===== config.mk =====
export PLATFORM = sky130hd
export DESIGN_NAME = cfg_prom_loader
export DESIGN_NICKNAME = d
export VERILOG_FILES = /design/src/rtl/prom_loader_pkg.sv /design/src/rtl/prom_tick_gen.sv /design/src/rtl/prom_word_reader.sv /design/src/rtl/prom_image_store.sv /design/src/rtl/cfg_prom_loader.sv
export SDC_FILE = /design/constraint.sdc
export NUM_CORES = 1
export LEC_CHECK = 0
export BUFFER_PORTS_ARGS = -buffer_cell sky130_fd_sc_hd__buf_2
export CORE_ASPECT_RATIO = 1.5
export CORE_MARGIN = 2
export CORE_UTILIZATION = 40
export DETAILED_ROUTE_END_ITERATION = 12
export GPL_ROUTABILITY_DRIVEN = 0
export PLACE_DENSITY = 0.58
export SYNTH_ARGS = -nofsm -noshare
export SYNTH_HDL_FRONTEND = slang
export SYNTH_SLANG_ARGS = --single-unit

===== constraint.sdc =====
create_clock -name clk -period 4.9 [get_ports clk]
set_input_delay 0.245 -clock clk [delete_from_list [all_inputs] [get_ports clk]]
set_output_delay 0.245 -clock clk [all_outputs]
set_load 0.02 [all_outputs]

===== src/rtl/prom_loader_pkg.sv =====
package prom_loader_pkg;

   // Sequencer phases; every phase except END and HALT advances on a tick.
   typedef enum logic [3:0] {
      ST_GAP,   // chip select low, settle
      ST_SEL,   // chip select high, settle
      ST_CSET,  // command bit set up on data-out
      ST_CHI,   // command clock high
      ST_CLO,   // command clock low
      ST_DHI,   // data clock high, sample at its end
      ST_DLO,   // data clock low
      ST_END,   // emit finish strobe
      ST_HALT   // idle until reset
   } seq_state_t;

   function automatic logic [7:0] byte_pick(input logic [15:0] w, input logic hi);
      return hi ? w[15:8] : w[7:0];
   endfunction

   function automatic logic byte_bit(input logic [15:0] w, input logic hi, input int pos);
      logic [7:0] b;
      b = byte_pick(w, hi);
      return b[pos];
   endfunction

endpackage


===== src/rtl/prom_tick_gen.sv =====
module prom_tick_gen #(
   parameter int unsigned SETTLE_CLKS = 8
) (
   input  logic clk,
   input  logic rst,
   input  logic en,
   output logic tick
);
   localparam int unsigned CNT_W = (SETTLE_CLKS > 1) ? $clog2(SETTLE_CLKS) : 1;

   generate
      if (SETTLE_CLKS == 1) begin : g_every
         assign tick = en;
      end else begin : g_count
         localparam logic [CNT_W-1:0] CNT_LAST = CNT_W'(SETTLE_CLKS - 1);
         logic [CNT_W-1:0] cnt_q;
         assign tick = en && (cnt_q == CNT_LAST);
         always_ff @(posedge clk) begin
            if (rst)     cnt_q <= '0;
            else if (en) cnt_q <= (cnt_q == CNT_LAST) ? '0 : cnt_q + 1'b1;
         end
      end
   endgenerate
endmodule


===== src/rtl/prom_word_reader.sv =====
module prom_word_reader
   import prom_loader_pkg::*;
#(
   parameter int unsigned WORD_CNT = 64,
   parameter int unsigned WORD_W   = 16,
   parameter logic [7:0]  CMD_BASE = 8'h80,
   localparam int unsigned IDX_W   = $clog2(WORD_CNT)
) (
   input  logic              clk,
   input  logic              rst,
   input  logic              tick,
   output logic              run,
   output logic              prom_cs,
   output logic              prom_sk,
   output logic              prom_do,
   input  logic              prom_di,
   output logic              wr_en,
   output logic [IDX_W-1:0]  wr_idx,
   output logic [WORD_W-1:0] wr_data,
   output logic              finish
);
   localparam int unsigned CMD_W = 9;
   localparam int unsigned BIT_W = $clog2(WORD_W);
   localparam logic [IDX_W-1:0] LAST_IDX = IDX_W'(WORD_CNT - 1);

   seq_state_t        st_q;
   logic [BIT_W-1:0]  bit_q;
   logic [IDX_W-1:0]  word_q;
   logic [WORD_W-1:0] shr_q;
   logic [CMD_W-1:0]  cmd_word;

   assign cmd_word = {1'b1, CMD_BASE + 8'(word_q)};
   assign run      = (st_q != ST_END) && (st_q != ST_HALT);

   always_ff @(posedge clk) begin
      if (rst) begin
         st_q    <= ST_GAP;
         bit_q   <= '0;
         word_q  <= '0;
         shr_q   <= '0;
         prom_cs <= 1'b0;
         prom_sk <= 1'b0;
         prom_do <= 1'b0;
         wr_en   <= 1'b0;
         wr_idx  <= '0;
         wr_data <= '0;
         finish  <= 1'b0;
      end else begin
         wr_en  <= 1'b0;
         finish <= 1'b0;
         if (st_q == ST_END) begin
            finish <= 1'b1;
            st_q   <= ST_HALT;
         end else if (run && tick) begin
            unique case (st_q)
               ST_GAP: begin
                  prom_cs <= 1'b1;
                  st_q    <= ST_SEL;
               end
               ST_SEL: begin
                  prom_do <= cmd_word[CMD_W-1];
                  bit_q   <= BIT_W'(CMD_W - 1);
                  st_q    <= ST_CSET;
               end
               ST_CSET: begin
                  prom_sk <= 1'b1;
                  st_q    <= ST_CHI;
               end
               ST_CHI: begin
                  prom_sk <= 1'b0;
                  st_q    <= ST_CLO;
               end
               ST_CLO: begin
                  if (bit_q == '0) begin
                     prom_do <= 1'b0;
                     prom_sk <= 1'b1;
                     bit_q   <= BIT_W'(WORD_W - 1);
                     st_q    <= ST_DHI;
                  end else begin
                     prom_do <= cmd_word[bit_q - 1'b1];
                     bit_q   <= bit_q - 1'b1;
                     st_q    <= ST_CSET;
                  end
               end
               ST_DHI: begin
                  shr_q   <= {shr_q[WORD_W-2:0], prom_di};
                  prom_sk <= 1'b0;
                  st_q    <= ST_DLO;
               end
               ST_DLO: begin
                  if (bit_q == '0) begin
                     wr_en   <= 1'b1;
                     wr_idx  <= word_q;
                     wr_data <= shr_q;
                     prom_cs <= 1'b0;
                     if (word_q == LAST_IDX) begin
                        st_q <= ST_END;
                     end else begin
                        word_q <= word_q + 1'b1;
                        st_q   <= ST_GAP;
                     end
                  end else begin
                     bit_q   <= bit_q - 1'b1;
                     prom_sk <= 1'b1;
                     st_q    <= ST_DHI;
                  end
               end
               default: st_q <= ST_HALT;
            endcase
         end
      end
   end
endmodule


===== src/rtl/prom_image_store.sv =====
module prom_image_store
   import prom_loader_pkg::*;
#(
   parameter int unsigned WORD_CNT   = 64,
   parameter int unsigned WORD_W     = 16,
   parameter logic [15:0] SIGNATURE  = 16'h1234,
   parameter int unsigned ID_BYTE    = 'h40,
   parameter int unsigned MODE_BYTE  = 'h41,
   parameter int unsigned TAG_BYTE   = 'h43,
   parameter int unsigned NEG_BIT    = 3,
   parameter logic [7:0]  DEF_BUS_ID = 8'd7,
   parameter int unsigned DEPTH_W    = 32,
   parameter bit          KEEP_IMAGE = 1'b1,
   localparam int unsigned IDX_W     = $clog2(WORD_CNT)
) (
   input  logic               clk,
   input  logic               rst,
   input  logic               wr_en,
   input  logic [IDX_W-1:0]   wr_idx,
   input  logic [WORD_W-1:0]  wr_data,
   input  logic               finish,
   output logic               done,
   output logic               valid,
   output logic [7:0]         bus_id,
   output logic [DEPTH_W-1:0] tag_depth,
   output logic               active_neg
);
   localparam logic [IDX_W-1:0] ID_WORD   = IDX_W'(ID_BYTE / 2);
   localparam logic [IDX_W-1:0] MODE_WORD = IDX_W'(MODE_BYTE / 2);
   localparam logic [IDX_W-1:0] TAG_WORD  = IDX_W'(TAG_BYTE / 2);
   localparam logic ID_HI   = 1'(ID_BYTE % 2);
   localparam logic MODE_HI = 1'(MODE_BYTE % 2);
   localparam logic TAG_HI  = 1'(TAG_BYTE % 2);
   localparam logic [DEPTH_W-1:0] DEPTH_BASE = DEPTH_W'(2);

   logic [WORD_W-1:0] sum_q;
   logic [WORD_W-1:0] id_word, mode_word, tag_word;
   logic              sum_ok;

   generate
      if (KEEP_IMAGE) begin : g_full
         logic [WORD_W-1:0] img_q [WORD_CNT];
         always_ff @(posedge clk) begin
            if (wr_en) img_q[wr_idx] <= wr_data;
         end
         assign id_word   = img_q[ID_WORD];
         assign mode_word = img_q[MODE_WORD];
         assign tag_word  = img_q[TAG_WORD];
      end else begin : g_pick
         logic [WORD_W-1:0] id_q, mode_q, tag_q;
         always_ff @(posedge clk) begin
            if (rst) begin
               id_q   <= '0;
               mode_q <= '0;
               tag_q  <= '0;
            end else if (wr_en) begin
               if (wr_idx == ID_WORD)   id_q   <= wr_data;
               if (wr_idx == MODE_WORD) mode_q <= wr_data;
               if (wr_idx == TAG_WORD)  tag_q  <= wr_data;
            end
         end
         assign id_word   = id_q;
         assign mode_word = mode_q;
         assign tag_word  = tag_q;
      end
   endgenerate

   assign sum_ok = (sum_q == SIGNATURE);

   always_ff @(posedge clk) begin
      if (rst) begin
         sum_q      <= '0;
         done       <= 1'b0;
         valid      <= 1'b0;
         bus_id     <= DEF_BUS_ID;
         tag_depth  <= '0;
         active_neg <= 1'b0;
      end else begin
         done <= finish;
         if (wr_en) sum_q <= sum_q + wr_data;
         if (finish) begin
            valid <= sum_ok;
            if (sum_ok) begin
               bus_id     <= byte_pick(id_word, ID_HI);
               tag_depth  <= DEPTH_BASE << byte_pick(tag_word, TAG_HI);
               active_neg <= byte_bit(mode_word, MODE_HI, NEG_BIT);
            end
         end
      end
   end
endmodule


===== src/rtl/cfg_prom_loader.sv =====
module cfg_prom_loader #(
   parameter int unsigned SETTLE_CLKS = 8,
   parameter int unsigned WORD_CNT    = 64,
   parameter int unsigned WORD_W      = 16,
   parameter logic [7:0]  CMD_BASE    = 8'h80,
   parameter logic [15:0] SIGNATURE   = 16'h1234,
   parameter int unsigned ID_BYTE     = 'h40,
   parameter int unsigned MODE_BYTE   = 'h41,
   parameter int unsigned TAG_BYTE    = 'h43,
   parameter int unsigned NEG_BIT     = 3,
   parameter logic [7:0]  DEF_BUS_ID  = 8'd7,
   parameter int unsigned DEPTH_W     = 32,
   parameter bit          KEEP_IMAGE  = 1'b1
) (
   input  logic               clk,
   input  logic               rst,
   output logic               prom_cs,
   output logic               prom_sk,
   output logic               prom_do,
   input  logic               prom_di,
   output logic               load_done,
   output logic               cfg_valid,
   output logic [7:0]         cfg_bus_id,
   output logic [DEPTH_W-1:0] cfg_tag_depth,
   output logic               cfg_active_neg
);
   localparam int unsigned IDX_W      = $clog2(WORD_CNT);
   localparam int unsigned IMAGE_BYTES = 2 * WORD_CNT;

   generate
      if (SETTLE_CLKS < 1) begin : g_bad_settle
         $error("SETTLE_CLKS must be at least 1");
      end
      if (WORD_W != 16) begin : g_bad_word
         $error("field extraction assumes two bytes per word");
      end
      if (WORD_CNT < 2 || int'(CMD_BASE) + WORD_CNT > 256) begin : g_bad_cnt
         $error("word count must fit the 8-bit read opcode");
      end
      if (ID_BYTE >= IMAGE_BYTES || MODE_BYTE >= IMAGE_BYTES || TAG_BYTE >= IMAGE_BYTES) begin : g_bad_off
         $error("field offsets lie outside the image");
      end
      if (NEG_BIT > 7) begin : g_bad_bit
         $error("NEG_BIT must address a bit inside a byte");
      end
   endgenerate

   logic              tick, run, wr_en, finish;
   logic [IDX_W-1:0]  wr_idx;
   logic [WORD_W-1:0] wr_data;

   prom_tick_gen #(.SETTLE_CLKS(SETTLE_CLKS)) tick_i (
      .clk (clk), .rst (rst), .en (run), .tick (tick)
   );

   prom_word_reader #(
      .WORD_CNT (WORD_CNT), .WORD_W (WORD_W), .CMD_BASE (CMD_BASE)
   ) reader_i (
      .clk     (clk),     .rst     (rst),     .tick    (tick),   .run (run),
      .prom_cs (prom_cs), .prom_sk (prom_sk), .prom_do (prom_do),
      .prom_di (prom_di), .wr_en   (wr_en),   .wr_idx  (wr_idx),
      .wr_data (wr_data), .finish  (finish)
   );

   prom_image_store #(
      .WORD_CNT (WORD_CNT), .WORD_W (WORD_W), .SIGNATURE (SIGNATURE),
      .ID_BYTE (ID_BYTE), .MODE_BYTE (MODE_BYTE), .TAG_BYTE (TAG_BYTE),
      .NEG_BIT (NEG_BIT), .DEF_BUS_ID (DEF_BUS_ID), .DEPTH_W (DEPTH_W),
      .KEEP_IMAGE (KEEP_IMAGE)
   ) store_i (
      .clk (clk), .rst (rst), .wr_en (wr_en), .wr_idx (wr_idx),
      .wr_data (wr_data), .finish (finish), .done (load_done),
      .valid (cfg_valid), .bus_id (cfg_bus_id), .tag_depth (cfg_tag_depth),
      .active_neg (cfg_active_neg)
   );
endmodule


==> results of run 1 <==
-- cell type report --
type | count | area (um^2)
Clock buffer | 24 | 514
Clock inverter | 8 | 86.3
Fill cell | 1435 | 7600
Inverter | 11 | 41.3
Multi-Input combinational cell | 458 | 2840
Sequential cell | 135 | 2870
Tap cell | 196 | 245
Timing Repair Buffer | 49 | 253
-- where the power goes --
part	total, uW	internal [uW]	switching [uW]
clock network	1260	790	466
registers	1120	1120	1.63
logic	25.7	5.41	20.3
-- cell usage in the layout (no fill, tap or decap), drive strengths merged, types with 12 or more instances in the layout --
cell,instances
a21oi,61
a22oi,31
buf,49
clkbuf,24
dfxtp,118
edfxtp,17
ha,20
inv,12
mux2i,17
nand2,94
nand3,12
nor2,76
o21ai,13
-- worst min path at each step --
stage | from | endpoint | slack, ps
after floorplan | prom_di | reader_i.shr_q[0] | 380
after global placement | store_i.bus_id[1] | store_i.bus_id[1] | 440
after detailed placement | store_i.bus_id[1] | store_i.bus_id[1] | 450
after CTS | prom_di | reader_i.shr_q[0] | 70
after global routing | prom_di | reader_i.shr_q[0] | 90
final | prom_di | reader_i.shr_q[0] | 90
-- per-layer routing --
| layer | up-vias | part of all wire, % | track usage (%) |
|---|---|---|---|
| met3 | 11 | 3.4 | 3.94 |
| met5 | - | 0 | 0 |
| met4 | 0 | 1.1 | 5.08 |
| met1 | 2202 | 42 | 19.3 |
| li1 | 2325 | - | - |
| met2 | 89 | 53 | 29.4 |
-- stage by stage --
stage	std cells	setup WS (ps)	area [um^2]	hold WS [ps]
after global placement	849	2020	6250	442
after floorplan	637	2770	5890	381
final	881	1960	6860	87.6
after CTS	881	1880	6860	67.5
after global routing	881	1570	6860	94.9
after detailed placement	849	1910	6250	446
-- registers in the layout, summed over array words and instances (netlist names), 3 cells and up --
name and flops:
store_i.g_full.img_q 17, store_i.tag_depth 31, store_i.sum_q 16, reader_i.shr_q 16
reader_i.bit_q 4, reader_i.word_q 6, reader_i.st_q 4, reader_i.wr_data 16
store_i.bus_id 8, tick_i.g_count.cnt_q 3, reader_i.wr_idx 6
-- worst max-delay path: stages (launching register included) --
cell	delay, ps
sky130_fd_sc_hd__dfxtp_1	630
sky130_fd_sc_hd__nor3b_2	490
sky130_fd_sc_hd__nand3_1	790
sky130_fd_sc_hd__nor3b_1	560
sky130_fd_sc_hd__nand3_1	140
sky130_fd_sc_hd__xor2_1	140
sky130_fd_sc_hd__nor2_1	50
-- cells by family after synthesis --
| family | Yosys count |
|---|---|
| fa+ha+maj | 21 |
| xor+xnor | 19 |
| other cells | 1 |
| flops | 135 |
| compound gates | 150 |
| buf+inv | 44 |
| mux | 19 |
| simple gates | 248 |
==> results.txt, run 1 <==
- For this run, the number of Yosys warnings is 0.
* Antenna viol nets, final: 0
* Average instance area after synthesis: 9.25 um^2
* Element type at the critical path end: flop
- The initial utilization of the core area, before any placement, comes to 40.7%.
* Syn Std Cell Area: 5890 um^2
- Once the clock tree was built, the setup fixing pass inserted 0 buffers.
* Portion of netlist area occupied by mux cells: 3.46%
- Number of placed I/O pins: 49
- CTS tree: built
- Result of the run: finished, final reports clean
- Most instantiated flip-flop cell in the synthesis netlist: sky130_fd_sc_hd__dfxtp_1
* Count of input and output buffers: 47
- Number of flops mapped to enable cells by yosys: 17
- After synthesis, the most frequently instantiated cells are 118 x sky130_fd_sc_hd__dfxtp_1, 94 x sky130_fd_sc_hd__nand2_1, 76 x sky130_fd_sc_hd__nor2_1.
- Die boundary height: 153 um
- Dividing the detail-routed wire length by the instance count gives 14.3 um.
* Worst r2r dst: reader_i.word_q[5]
* Maximum clock frequency: 0.340 GHz
- In the post-synthesis netlist, the cell with the most instances is sky130_fd_sc_hd__dfxtp_1.
* Hold-critical path depth: 3
- Number of instances resized during post-cts repair: 0
* Setup TNS: 0 ps
- Main combinational cell family by area after synthesis: simple AND/OR/NAND/NOR gates
- Register clock-pin slew on the reported worst setup and hold paths: 60 ps
- Share of synthesized cell area in and, or, nand and nor gates: 20.9%
* First-pass DRT Iterations: 4
- The clock net in this run drives a total of 135 sinks.
- Period utilisation layout: 60.1%
- The clock passes through at most 2 buffers.
* Routed WL: 12600 um
- Post-synth top area share: 40.1%
* Share of the synthesized area in compound gates (AO/OA/AOI/OAI): 16.3%
- Path type of the worst setup path: flop to flop
- Summed over all cells, the static leakage comes to 0.00273 uW.
* Crit path from: reader_i.st_q[2]
* Launch instance of the worst register-to-register path: reader_i.st_q[2]
- STA puts the critical path data arrival time at 3210 ps.
- Counting every net in the synthesized netlist gives 661.
* Unique cell type count in the Yosys netlist: 64
* XOR/XNOR Fraction of Synth Area: 2.83%
- The count of pins over their slew limit is 0.
- The worst register-to-register path has a setup slack of 1960 ps.
* Buffer type at the clock tree root: sky130_fd_sc_hd__clkbuf_16
- The die covers 15700 um^2.
- The initial antenna violation count came to 0.
- Nets@finish: 696
- The floorplan step defined a core boundary enclosing 14500 um^2.
- Global-route total usage across every layer: 16.6%
* Share of final-layout standard cells stronger than drive strength 1: 13.1%
* Slew HR: 22.2%
- H-tree lvl count: 4
- Pwr Total: 2400 uW
- The first global-routing pass estimated 21000 um of wire.
* TritonCTS buffer count: 17
* Routed via count: 4627
- Data on the critical path is required at its endpoint by 5170 ps.
- Detail-routed via count per cell: 5.25
* Residual DRC: 0
- 0 antenna diodes ended up in the layout.
- Number of global-route vias before repair: 4416
- Critical Path Source Type: flop
- Largest net degree at the start of global routing: 71
* Minimum clock period after layout: 2940 ps
* Worst-case clock skew: 9.47 ps
* Global route total overflow: 0
- Capture point of the worst path: reader_i.word_q[5]
- The HPWL after detailed placement is 8930 um.
- Clk_lat worst skew: 400 ps
* Most area-hungry cell type in the Yosys netlist: sky130_fd_sc_hd__dfxtp_1
- Finished Core Util: 47.4%
- Async SR Flop Fraction: 0%
* Maximum ir drop on the vdd rail: 0.000212 V
- Ranking of synthesized cells by area: sky130_fd_sc_hd__dfxtp_1 40%, sky130_fd_sc_hd__edfxtp_1 8.7%, sky130_fd_sc_hd__nand2_1 6.0%, sky130_fd_sc_hd__a21oi_1 5.2%, sky130_fd_sc_hd__nor2_1 4.8%
- Rows: 54
- Setup repair after global routing left no endpoint under its margin.
- Largest fanout on the critical path: 25
- Max Cap Violations: 0
- Of the total synthesized cell area, the portion taken by full adders, half adders and majority gates is 4.59%.
* Starting DRC count in detailed routing: 200
- Layout Area Growth over Synthesis: 16.4%
- Die outline width: 103 um
- Counting cells, the worst reg-to-reg path comes to 6.
- The final count of hold timing violations was 0.
- The tightest min-delay check is of the input pin to flop type.
- Cells after synthesis: 637
- Setup-failing EPs final: 0
- Tightest Pin Transition: 1150 ps
- Number of hold buffers added after cts: 0
- Dividing total power by cell area gives a power density of 351 nW/um^2.
- Share of synthesized area occupied by flip-flops and latches: 48.8%
* Number of synthesized register bits: 135
No activity file was read; power rests on OpenSTA's default activity.
==> run 2, diff against run 1 <==
Settings changed: ABC_AREA set to 1.
Clock period 4.9 ns to 2.9 ns, I/O delays scaled along.
==> run 2 against run 1 <==
Net effect: combinational power rose by 110%; routed wire length rose by 20%; critical path type unchanged; critical endpoint is now reader_i.wr_idx[4]; final area rose by 8.0%; clock skew shrank 2.8 ps; core utilization shrank 0.26 points; fmax rose by 37%.
==> results.txt, run 2 <==
* Commonest cells after routing, fill and taps aside: 146 x sky130_fd_sc_hd__nor2_1, 118 x sky130_fd_sc_hd__dfxtp_1, 105 x sky130_fd_sc_hd__nand2_1, 102 x sky130_fd_sc_hd__a21oi_1, 86 x sky130_fd_sc_hd__inv_1
- Cells after synthesis: 854 (+34%)
* Most frequent cell on the critical path: sky130_fd_sc_hd__inv_1
* Cell internal power dissipation: 3320 uW (+73%)
- Number of synthesized register bits: 135 (unchanged)
- The average routed wire per standard cell is 13.7 um (-4.3%).
* Starting density of the core: 41.1% (+0.36 points)
* Floorplan core area: 15700 um^2 (+8.5%)
* Slew HR: 43.5% (+21 points)
- Count of input and output buffers: 47 (unchanged)
- Clock sink total: 135 (unchanged)
- The count of pins over their slew limit was 0 (unchanged).
* Highest cell delay on the worst timing path: 430 ps (-360 ps)
- The total overflow reported by the global router came to 0 (unchanged).
* Detail-routed via count per cell: 4.95 (-5.8%)
- Most common cell after layout, fill and taps aside: sky130_fd_sc_hd__nor2_1
- Part of the total power dissipated in sequential elements: 45.8% (-0.9 points)
- Largest registers: store_i.tag_depth (31), store_i.g_full.img_q (17)
- Syn Std Cell Area: 6450 um^2 (+9.5%)
- The number of hold buffers added after CTS was 0 (unchanged).
* Maximum clock frequency: 0.467 GHz (+37%)
* Critical Path Source Type: flop
* Result of the run: finished, final reports clean
* Nets@finish: 909 (+31%)
* Post-synth top area share: 36.6% (-3.5 points)
- The number of iterations in the first detailed-routing pass was 4 (unchanged).
- Starting DRC count in detailed routing: 249 (+25%)
- Minimum setup slack in the final design: 757 ps (-1200 ps)
- The utilization after layout came to 47.2% (-0.26 points).
- Setup TNS: 0 ps (unchanged)
- The worst slack at placement is 759 ps (-1150 ps).
- Global-route total usage across every layer: 18.4% (+1.8 points)
* Dominant delay contributor by cell family on the critical path: buffers and inverters
* Number of global-route vias before repair: 5227 (+18%)
* Largest net degree at the start of global routing: 70 (-1.4%)
* Combinational Power Share: 1.3% (+0.2 points)
* Antenna viol nets, final: 0 (unchanged)
- CTS tree: built
- Unique cell type count in the Yosys netlist: 41 (-36%)
- Average instance area after synthesis: 7.55 um^2 (-18%)
- Ranking of synthesized cells by area: sky130_fd_sc_hd__dfxtp_1 37%, sky130_fd_sc_hd__nor2_1 8.5%, sky130_fd_sc_hd__a21oi_1 7.9%, sky130_fd_sc_hd__edfxtp_1 7.9%, sky130_fd_sc_hd__nand2_1 6.1%
- The number of synthesized flops with an enable pin is 17 (unchanged).
- The power density normalized to cell area is 559 nW/um^2 (+60%).
* Leading cell type by number of instances after synthesis: sky130_fd_sc_hd__nor2_1
- Global-route wire length before repair: 24800 um (+18%)
* Layout Area Growth over Synthesis: 14.7%
- The post-route clock period utilization was 73.9% (+14 points).
* Die boundary height: 160 um (+4.5%)
* TritonCTS buffer count: 17 (unchanged)
- The H-tree depth was 4 (unchanged).
* List of cells traversed by the critical path: inv_1, ha_1, nand2_1, nor2_2, inv_1, nor2_4, nand2_4, inv_2, o21ai_0, a21oi_1
* Rows: 56 (+3.7%)
* Share of final-layout standard cells stronger than drive strength 1: 14.2% (+1.0 points)
- Synthesis warning total: 0 (unchanged)
* Static Leakage: 0.00307 uW (+13%)
- The net switching fraction of the power came to 19.8% (-0.51 points).
* Element type at the critical path end: flop
- The number of buffer and inverter stages on the critical path was 3 (+3).
- The total inserted antenna cells is 0 (unchanged).
- The transition at the pin with the smallest max-transition slack is 848 ps (-302 ps).
- The data required time at the worst endpoint was 3250 ps (-1920 ps).
* Flip-flop count of the largest register, all copies and words added: 31 (unchanged)
* Routed via count: 5442 (+18%)
- Register clock-pin slew on the reported worst setup and hold paths: 60 ps (about the same)
- Most area-hungry cell type in the Yosys netlist: sky130_fd_sc_hd__dfxtp_1
- The final count of hold timing violations is 0 (unchanged).
- Largest fanout on the critical path: 31 (+24%)
* Clock Path Buffers: 2 (unchanged)
- Path class of the lowest-slack min-delay path: input pin to flop
- Crit path arrival time: 2490 ps (-720 ps)
* Maximum ir drop on the vdd rail: 0.000294 V (+38%)
- Share of synthesized area occupied by flip-flops and latches: 44.5% (-4.2 points)
- Top register by number of flip-flops: store_i.tag_depth
* Path type of the worst setup path: flop to flop
* Leading post-synthesis cells by instance count: 146 x sky130_fd_sc_hd__nor2_1, 118 x sky130_fd_sc_hd__dfxtp_1, 105 x sky130_fd_sc_hd__nand2_1
* Floorplan die area: 17200 um^2 (+9.2%)
- RSZ-0062 raised after global routing: no
- Setup-failing EPs final: 0 (unchanged)
- The max-capacitance violation count came to 0 (unchanged).
- The root buffer cell chosen for the clock tree is sky130_fd_sc_hd__clkbuf_16.
- Most instantiated flip-flop cell in the synthesis netlist: sky130_fd_sc_hd__dfxtp_1
- The initial antenna violation count came to 0 (unchanged).
* Net switching power of the design: 820 uW (+68%)
- The post-layout minimum cycle time was 2140 ps (-801 ps).
- The final routed DRC violation total was 0 (unchanged).
* Number of instances resized during post-cts repair: 0 (unchanged)
- The setup clock skew after layout came to 6.66 ps (-2.81 ps).
- Master of the slowest instance on the critical path: sky130_fd_sc_hd__inv_2
- Clk_lat worst skew: 420 ps (+20 ps)
- Clock network power share: 53.0% (+0.7 points)
- Number of placed I/O pins: 49 (unchanged)
- Setup slack of the most critical reg-to-reg path: 760 ps (-1200 ps)
* Total setup buffers inserted after CTS: 0 (unchanged)
- Routed WL: 15100 um (+20%)
- Async SR Flop Fraction: 0% (unchanged)
* Syn nets: 878 (+33%)
- Die outline width: 108 um (+4.5%)
* Half-perimeter wire length after detailed placement: 10900 um (+22%)
==> run 2: worst register-to-register path, stage by stage, from the launching register on <==
cell and delay [ps]:
sky130_fd_sc_hd__dfxtp_1 360, sky130_fd_sc_hd__inv_1 150, sky130_fd_sc_hd__ha_1 200, sky130_fd_sc_hd__nand2_1 70
sky130_fd_sc_hd__nor2_2 160, sky130_fd_sc_hd__inv_1 110, sky130_fd_sc_hd__nor2_4 140, sky130_fd_sc_hd__nand2_4 140
sky130_fd_sc_hd__inv_2 430, sky130_fd_sc_hd__o21ai_0 160, sky130_fd_sc_hd__a21oi_1 150
==> run 2: area by class of cell <==
type	instances	area [um^2]
Fill cell	1659	8290
Clock inverter	4	51.3
Inverter	93	349
Multi-Input combinational cell	586	3040
Sequential cell	135	2870
Clock buffer	27	566
Tap cell	203	254
Timing Repair Buffer	52	273
==> run 2: routing by layer <==
metal | global-route usage (%) | vias up | part of all wire, % | wire length, um
li1 | - | 2873 | - | -
met1 | 18.5 | 2446 | 40 | 6070
met2 | 33.8 | 87 | 53 | 7970
met3 | 4.91 | 36 | 3.5 | 523
met4 | 9.67 | 0 | 3.4 | 506
met5 | 0 | - | 0 | 0
==> run 2: final timing paths <==
| kind | from | to | cells past startpoint |
|---|---|---|---|
| worst min register to register | store_i.bus_id[5] | store_i.bus_id[5] | 2 |
| worst min-delay path | prom_di | reader_i.shr_q[0] | 3 |
| worst max register to register | reader_i.bit_q[0] | reader_i.wr_idx[4] | 10 |
| worst max-delay path | reader_i.bit_q[0] | reader_i.wr_idx[4] | 10 |
==> run 2: per-stage QoR <==
stage          cells  total power, uW  instance area, um^2  hold WS [ps]
2_1_floorplan    854             1980                 6450           309
3_5_place_dp    1069             1990                 6780           435
6_report        1100             4140                 7400          41.6
3_3_place_gp    1069             1990                 6780           432
4_1_cts         1100             4190                 7400          37.7
5_1_grt         1100             4300                 7400          49.1
==> run 2: logic make-up (layout without fill, tap and decap cells) <==
group                    count (synthesis)  count (layout)  synth area share [%]
AO/OA/AOI/OAI                          177             177                  14.6
other                                    1               1                0.0581
adder cells (fa/ha/maj)                 21              21                  4.19
AND/OR/NAND/NOR                        375             375                  26.4
buffers and inverters                  133             176                  8.57
flip-flops                             135             135                  44.5
XOR/XNOR                                12              12                  1.63
==> run 2: power by group through the flow <==
stage / Sequential, uW / Combinational, uW / Clock, uW
after global placement: 1930 / 53.3 / 0
after detailed placement: 1930 / 55.0 / 0
after global routing: 1890 / 61.2 / 2340
after CTS: 1890 / 54.9 / 2240
after floorplan: 1930 / 41.1 / 0
final: 1890 / 53.2 / 2190
